`src/rtl/i2c_start_pkg.sv`:
```
package i2c_start_pkg;
  typedef enum logic [2:0] {
    ST_IDLE, ST_WAIT, ST_REL_SDA, ST_REL_SCL,
    ST_CHECK, ST_PULSE_LO, ST_PULSE_HI, ST_START
  } st_e;

  localparam logic [7:0] STAT_START_OK = 8'h08;
  localparam logic [7:0] STAT_NONE     = 8'hF8;
endpackage

```
`src/rtl/i2c_line_sync.sv`:
```
module i2c_line_sync #(
  parameter int STAGES = 2
) (
  input  logic clk_i,
  input  logic rst_ni,
  input  logic line_i,
  output logic line_o
);
  logic [STAGES-1:0] ff_q;

  always_ff @(posedge clk_i or negedge rst_ni) begin
    if (!rst_ni) ff_q <= '1;
    else         ff_q <= {ff_q[STAGES-2:0], line_i};
  end

  assign line_o = ff_q[STAGES-1];
endmodule

```
`src/rtl/i2c_bus_monitor.sv`:
```
module i2c_bus_monitor (
  input  logic clk_i,
  input  logic rst_ni,
  input  logic scl_s_i,
  input  logic sda_s_i,
  input  logic force_free_i,
  output logic busy_o,
  output logic scl_rise_o
);
  logic scl_d_q, sda_d_q, busy_q;
  logic start_det, stop_det;

  assign start_det  = scl_s_i & scl_d_q & sda_d_q & ~sda_s_i;
  assign stop_det   = scl_s_i & scl_d_q & ~sda_d_q & sda_s_i;
  assign scl_rise_o = scl_s_i & ~scl_d_q;
  assign busy_o     = busy_q;

  always_ff @(posedge clk_i or negedge rst_ni) begin
    if (!rst_ni) begin
      scl_d_q <= 1'b1;
      sda_d_q <= 1'b1;
      busy_q  <= 1'b0;
    end else begin
      scl_d_q <= scl_s_i;
      sda_d_q <= sda_s_i;
      if (start_det)                  busy_q <= 1'b1;
      else if (stop_det || force_free_i) busy_q <= 1'b0;
    end
  end

  a_r2_busy_on_start: assert property (@(posedge clk_i) disable iff (!rst_ni)
    start_det |=> busy_q);
  a_r2_free_on_stop: assert property (@(posedge clk_i) disable iff (!rst_ni)
    stop_det |=> !busy_q);
endmodule

```
`src/rtl/i2c_half_timer.sv`:
```
module i2c_half_timer #(
  parameter int CNT_W = 8
) (
  input  logic             clk_i,
  input  logic             rst_ni,
  input  logic             restart_i,
  input  logic [CNT_W-1:0] half_i,
  output logic             expired_o
);
  logic [CNT_W-1:0] cnt_q;

  always_ff @(posedge clk_i or negedge rst_ni) begin
    if (!rst_ni)           cnt_q <= '0;
    else if (restart_i)    cnt_q <= half_i;
    else if (cnt_q != '0)  cnt_q <= cnt_q - 1'b1;
  end

  assign expired_o = (cnt_q == '0);
endmodule

```
`src/rtl/i2c_start_ctrl.sv`:
```
module i2c_start_ctrl
  import i2c_start_pkg::*;
#(
  parameter int HALF_W       = 8,
  parameter int STUCK_HALVES = 3,
  parameter int SYNC_STAGES  = 2
) (
  input  logic              clk_i,
  input  logic              rst_ni,
  input  logic [HALF_W-1:0] half_i,
  input  logic              sta_set_i,
  input  logic              sto_set_i,
  input  logic              scl_i,
  input  logic              sda_i,
  output logic              scl_oe_o,
  output logic              sda_oe_o,
  output logic              sta_o,
  output logic              sto_o,
  output logic              bus_busy_o,
  output logic              scl_stuck_o,
  output logic              done_o,
  output logic [7:0]        status_o
);
  localparam int STK_W = $clog2(STUCK_HALVES + 1);
  localparam int NLINE = 2;

  logic [NLINE-1:0] raw_lines, syn_lines;
  logic scl_s, sda_s, scl_rise, busy;
  st_e  st_q, st_d;
  logic tmr_restart, tmr_exp, force_free, sto_clr, start_ok, stk_tick;
  logic sta_q, sto_q, own_q, pair_q, pair_d, done_q, waiting_hi;
  logic [STK_W-1:0] stk_q;
  logic [7:0] status_q;

  assign raw_lines = {sda_i, scl_i};
  for (genvar g = 0; g < NLINE; g++) begin : g_sync
    i2c_line_sync #(.STAGES(SYNC_STAGES)) u_sync (
      .clk_i (clk_i), .rst_ni(rst_ni),
      .line_i(raw_lines[g]), .line_o(syn_lines[g]));
  end
  assign scl_s = syn_lines[0];
  assign sda_s = syn_lines[1];

  i2c_bus_monitor u_mon (
    .clk_i(clk_i), .rst_ni(rst_ni), .scl_s_i(scl_s), .sda_s_i(sda_s),
    .force_free_i(force_free), .busy_o(busy), .scl_rise_o(scl_rise));

  i2c_half_timer #(.CNT_W(HALF_W)) u_tmr (
    .clk_i(clk_i), .rst_ni(rst_ni), .restart_i(tmr_restart),
    .half_i(half_i), .expired_o(tmr_exp));

  assign waiting_hi = (st_q == ST_REL_SCL) || (st_q == ST_PULSE_HI);

  always_comb begin
    st_d        = st_q;
    pair_d      = pair_q;
    tmr_restart = 1'b0;
    force_free  = 1'b0;
    sto_clr     = 1'b0;
    start_ok    = 1'b0;
    stk_tick    = 1'b0;
    unique case (st_q)
      ST_IDLE: begin
        if (sta_q && (own_q || !busy)) begin
          st_d = ST_REL_SDA; tmr_restart = 1'b1;
        end else if (sta_q) begin
          st_d = ST_WAIT;
        end
      end
      ST_WAIT: begin
        if (!busy) begin
          st_d = ST_REL_SDA; tmr_restart = 1'b1;
        end else if (sto_q) begin
          // forced access: no STOP on the lines
          st_d = ST_REL_SDA; tmr_restart = 1'b1;
          force_free = 1'b1; sto_clr = 1'b1;
        end
      end
      ST_REL_SDA: if (tmr_exp) begin st_d = ST_REL_SCL; tmr_restart = 1'b1; end
      ST_REL_SCL, ST_PULSE_HI: begin
        if (!scl_s) begin
          if (tmr_exp) begin tmr_restart = 1'b1; stk_tick = 1'b1; end
        end else if (scl_rise) begin
          tmr_restart = 1'b1;
        end else if (tmr_exp) begin
          if (st_q == ST_REL_SCL || pair_q) begin
            st_d = ST_CHECK; pair_d = 1'b0;
          end else begin
            st_d = ST_PULSE_LO; tmr_restart = 1'b1; pair_d = 1'b1;
          end
        end
      end
      ST_CHECK: begin
        tmr_restart = 1'b1;
        pair_d      = 1'b0;
        st_d        = sda_s ? ST_START : ST_PULSE_LO;
      end
      ST_PULSE_LO: if (tmr_exp) begin st_d = ST_PULSE_HI; tmr_restart = 1'b1; end
      ST_START: if (tmr_exp) begin st_d = ST_IDLE; start_ok = 1'b1; end
      default: st_d = ST_IDLE;
    endcase
  end

  always_ff @(posedge clk_i or negedge rst_ni) begin
    if (!rst_ni) begin
      st_q     <= ST_IDLE;
      pair_q   <= 1'b0;
      sta_q    <= 1'b0;
      sto_q    <= 1'b0;
      own_q    <= 1'b0;
      done_q   <= 1'b0;
      stk_q    <= '0;
      status_q <= STAT_NONE;
    end else begin
      st_q   <= st_d;
      pair_q <= pair_d;
      done_q <= start_ok;
      if (start_ok)       sta_q <= 1'b0;
      else if (sta_set_i) sta_q <= 1'b1;
      if (sto_set_i)      sto_q <= 1'b1;
      else if (sto_clr)   sto_q <= 1'b0;
      if (start_ok) own_q <= 1'b1;
      if (start_ok)                   status_q <= STAT_START_OK;
      else if (sta_set_i && !sta_q)   status_q <= STAT_NONE;
      if (!waiting_hi || scl_s)       stk_q <= '0;
      else if (stk_tick && stk_q != STK_W'(STUCK_HALVES)) stk_q <= stk_q + 1'b1;
    end
  end

  assign scl_oe_o    = (own_q && (st_q == ST_IDLE || st_q == ST_WAIT || st_q == ST_REL_SDA))
                     || (st_q == ST_PULSE_LO);
  assign sda_oe_o    = (own_q && st_q == ST_IDLE) || (st_q == ST_START);
  assign sta_o       = sta_q;
  assign sto_o       = sto_q;
  assign bus_busy_o  = busy;
  assign scl_stuck_o = (stk_q == STK_W'(STUCK_HALVES));
  assign done_o      = done_q;
  assign status_o    = status_q;

  a_r3_sda_falls_scl_high: assert property (@(posedge clk_i) disable iff (!rst_ni)
    $rose(sda_oe_o) |-> (scl_s && !scl_oe_o));
  a_r5_sto_self_clear: assert property (@(posedge clk_i) disable iff (!rst_ni)
    (st_q == ST_WAIT && busy && sto_q && !sto_set_i) |=> !sto_q);
  a_r6_retry_pairs: assert property (@(posedge clk_i) disable iff (!rst_ni)
    (st_q == ST_CHECK) |=> (st_q == ST_START || (st_q == ST_PULSE_LO && !pair_q)));
  a_r8_stuck_no_sda: assert property (@(posedge clk_i) disable iff (!rst_ni)
    scl_stuck_o |-> !sda_oe_o);
endmodule

```
`config.mk`:
```
export PLATFORM = sky130hd
export DESIGN_NAME = i2c_start_ctrl
export DESIGN_NICKNAME = d
export VERILOG_FILES = /design/src/rtl/i2c_start_pkg.sv /design/src/rtl/i2c_line_sync.sv /design/src/rtl/i2c_bus_monitor.sv /design/src/rtl/i2c_half_timer.sv /design/src/rtl/i2c_start_ctrl.sv
export SDC_FILE = /design/constraint.sdc
export NUM_CORES = 1
export LEC_CHECK = 0
export ABC_AREA = 0
export ABC_CLOCK_PERIOD_IN_PS = 5200
export BUFFER_PORTS_ARGS = -buffer_cell sky130_fd_sc_hd__clkbuf_2
export CORE_MARGIN = 2
export CORE_UTILIZATION = 25
export DETAILED_ROUTE_END_ITERATION = 10
export HOLD_SLACK_MARGIN = 0.1
export SLEW_MARGIN = 0
export SYNTH_ARGS = -nofsm -noshare
export SYNTH_HDL_FRONTEND = slang
export SYNTH_SLANG_ARGS = --single-unit
```
`constraint.sdc`:
```
create_clock -name clk_i -period 5.2 [get_ports clk_i]
set_input_delay 1.04 -clock clk_i [delete_from_list [all_inputs] [get_ports clk_i]]
set_output_delay 1.04 -clock clk_i [all_outputs]
set_load 0.01 [all_outputs]
```
==> results.md <==
* Status: complete, no violations
* CP Buf/Inv Count at 1
* Largest net degree at the start of global routing at 27
* Die Wd at 81.9 um
* Top Layer Used: met4
* Antenna cell count at 0
* Final slew viol count at 0
* Synth unique cells at 48
* P_leak at 0.000756 uW
* EDFF count, synth at 0
* DRC violations left at 0
* Initial Util at 25.8%
* Final Power at 930 uW
* CP Max Fanout at 17
* Via density at 4.55
* DR WL met3 at 90 um
* Clk pin slew, worst setup/hold paths at 0.08 ns
* Mapped Area at 1520 um2
* Worst path top cell family by delay: flip-flops
* Post-detail-place hpwl at 2060 um
* Overflow after GRT at 0
* Gpl congestion at 0.874
* Met2 Wirelength at 1380 um
* Area share of the largest cell type after synthesis at 31.3%
* Die area at 6710 um2
* # setup viols final at 0
* Worst-margin pin slew at 0.651 ns
* WL final at 2850 um
* Average size of a mapped cell at 10.2 um2
* Final Critical Period at 2.60 ns
* Crit-path max cell delay at 0.70 ns
* Seq/Total Area, Yosys at 43.4%
* CP Launch Type: flip-flop
* P&R area growth vs syn at 11.4%
* Top post-synthesis cells by area: dfrtp_1 31%, dfstp_2 12%, mux2_4 7.9%
* Synth Instances at 149
* CP max stage cell: dfrtp_1
* Via count at 1,096
* VDD IR-drop max at 0.214 mV
* CTS tree: built
* Routed length per instance at 11.8 um
* Initial antenna violation count at 0
* Placement Setup Slack at 2.91 ns
* Cts hold-fix bufs at 0
* Commonest non-fill, non-tap cell in the layout: clkbuf_2
* Synth area leader: dfrtp_1
* Final Skew at 0.00905 ns
* H-tree levels at 1
* Routed Antenna Nets at 0
* Final critical-path share of the clock period at 50.1%
* DRT Pass-1 Iters at 4
* RSZ-0062 raised after global routing: no
* IO buf count at 24
* Power Density at 550 nW/um2
* Synth Flop Type: dfrtp_1
* Nets at 183
* Die H at 81.9 um
* Yosys reg bits at 26
* Most frequent cells in the layout: 24 x clkbuf_2, 19 x dfrtp_1, 11 x nor2_1, 11 x nand2_1, 11 x o21ai_0
* Crit path cell chain: nor2_1 -> a32o_1 -> clkbuf_2
* Worst-Skew Late Latency at 0.27 ns
* Clock buffer depth at 2
* Number of global-route vias before repair at 1,061
* Cts repair resizes at 0
* GRT Util Overall at 9.61%
* Async SR Flop Fraction at 100%
* Yosys warning count at 0
* I/O Pins at 29
* CP endpoint kind: primary output
* Max Cap Viol at 0
* Worst Hold Class: flip-flop to flip-flop
* WL met1 at 1350 um
* CTS Sinks at 26
* Final TNS setup at 0 ns
* WP data required at 4.16 ns
* Total CTS buffers at 3
* Placed Area at 1650 um2
* Final Instance Area at 1690 um2
* CTS root buf: clkbuf_8
* Core footprint at 5890 um2
* Row count at 28
* Arrival time at the worst endpoint at 1.56 ns
* Initial DRC Count at 30
* First-pass GRT wire length at 5000 um
* Max Fclk at 0.384 GHz
* Rel. slew slack at 56.6%
* Post-CTS Setup Bufs at 0
* Worst setup margin at 2.60 ns
* Final hold vios at 0
* CP Class: flip-flop to primary output
* Layout cells sized above 1 at 30.7%
cells by family after synthesis:
family          Yosys count  share of synthesized area [%]
simple gates             44                           16.6
compound gates           40                           17.9
flops                    26                           43.4
buf+inv                  20                           7.91
mux                      10                           9.23
xor+xnor                  5                           2.88
fa+ha+maj                 2                           1.65
other cells               2                          0.494
flip-flops by register name (all words and copies together), names as in the netlist, 2 cells and up:
| register | cells |
|---|---|
| stk_q | 2 |
| g_sync.u_sync.ff_q | 4 |
| st_q | 3 |
| u_tmr.cnt_q | 8 |
power breakdown:
part / internal, uW / switching [uW]
Clock: 54.8 / 62.4
Combinational: 230 / 204
Sequential: 268 / 112
routing by layer:
layer | track usage (%) | vias to the layer above
met2 | 14.9 | 24
met3 | 2.09 | 2
met5 | 0 | -
met1 | 12.7 | 523
li1 | - | 547
met4 | 4.67 | 0
final cells by class:
cell class | instances | area, um2
clock buffers | 4 | 45.0
fillers | 637 | 4190
inverters | 7 | 26.3
multi-input cells | 105 | 747
flip-flops and latches | 26 | 659
well taps | 75 | 93.8
repair buffers | 24 | 120
path summary, 6_finish.rpt:
path / start / endpoint / slack, ns / cells after the start
worst max-delay path: st_q[2] / sda_oe_o / 2.60 / 3
worst min-delay path: g_sync[1].u_sync.ff_q[0] / g_sync[1].u_sync.ff_q[1] / 0.36 / 0
worst max register to register: st_q[2] / u_tmr.cnt_q[1] / 3.13 / 5
worst min register to register: g_sync[1].u_sync.ff_q[0] / g_sync[1].u_sync.ff_q[1] / 0.36 / 0
max in group asynchronous: rst_ni / st_q[2] / 3.99 / 1
min in group asynchronous: rst_ni / u_tmr.cnt_q[4] / 0.78 / 1
cells in the mapped netlist (all sizes together) (3+ instances only):
cell type and count:
dfrtp 19, buf 13, nand2 11, nor2 11
o21ai 11, a21oi 10, mux2 8, dfstp 7
inv 7, nand2b 5, nor3 4, xnor2 4
nand3 3
per-stage QoR:
| stage | std cells | util [%] | hold slack [ns] |
|---|---|---|---|
| after global placement | 237 | 28.0 | 0.346 |
| after detailed placement | 237 | 28.0 | 0.347 |
| after CTS | 241 | 28.7 | 0.361 |
| final | 241 | 28.7 | 0.359 |
| after floorplan | 151 | - | 0.345 |
| after global routing | 241 | 28.7 | 0.367 |
(Power assumes the default switching activity.)
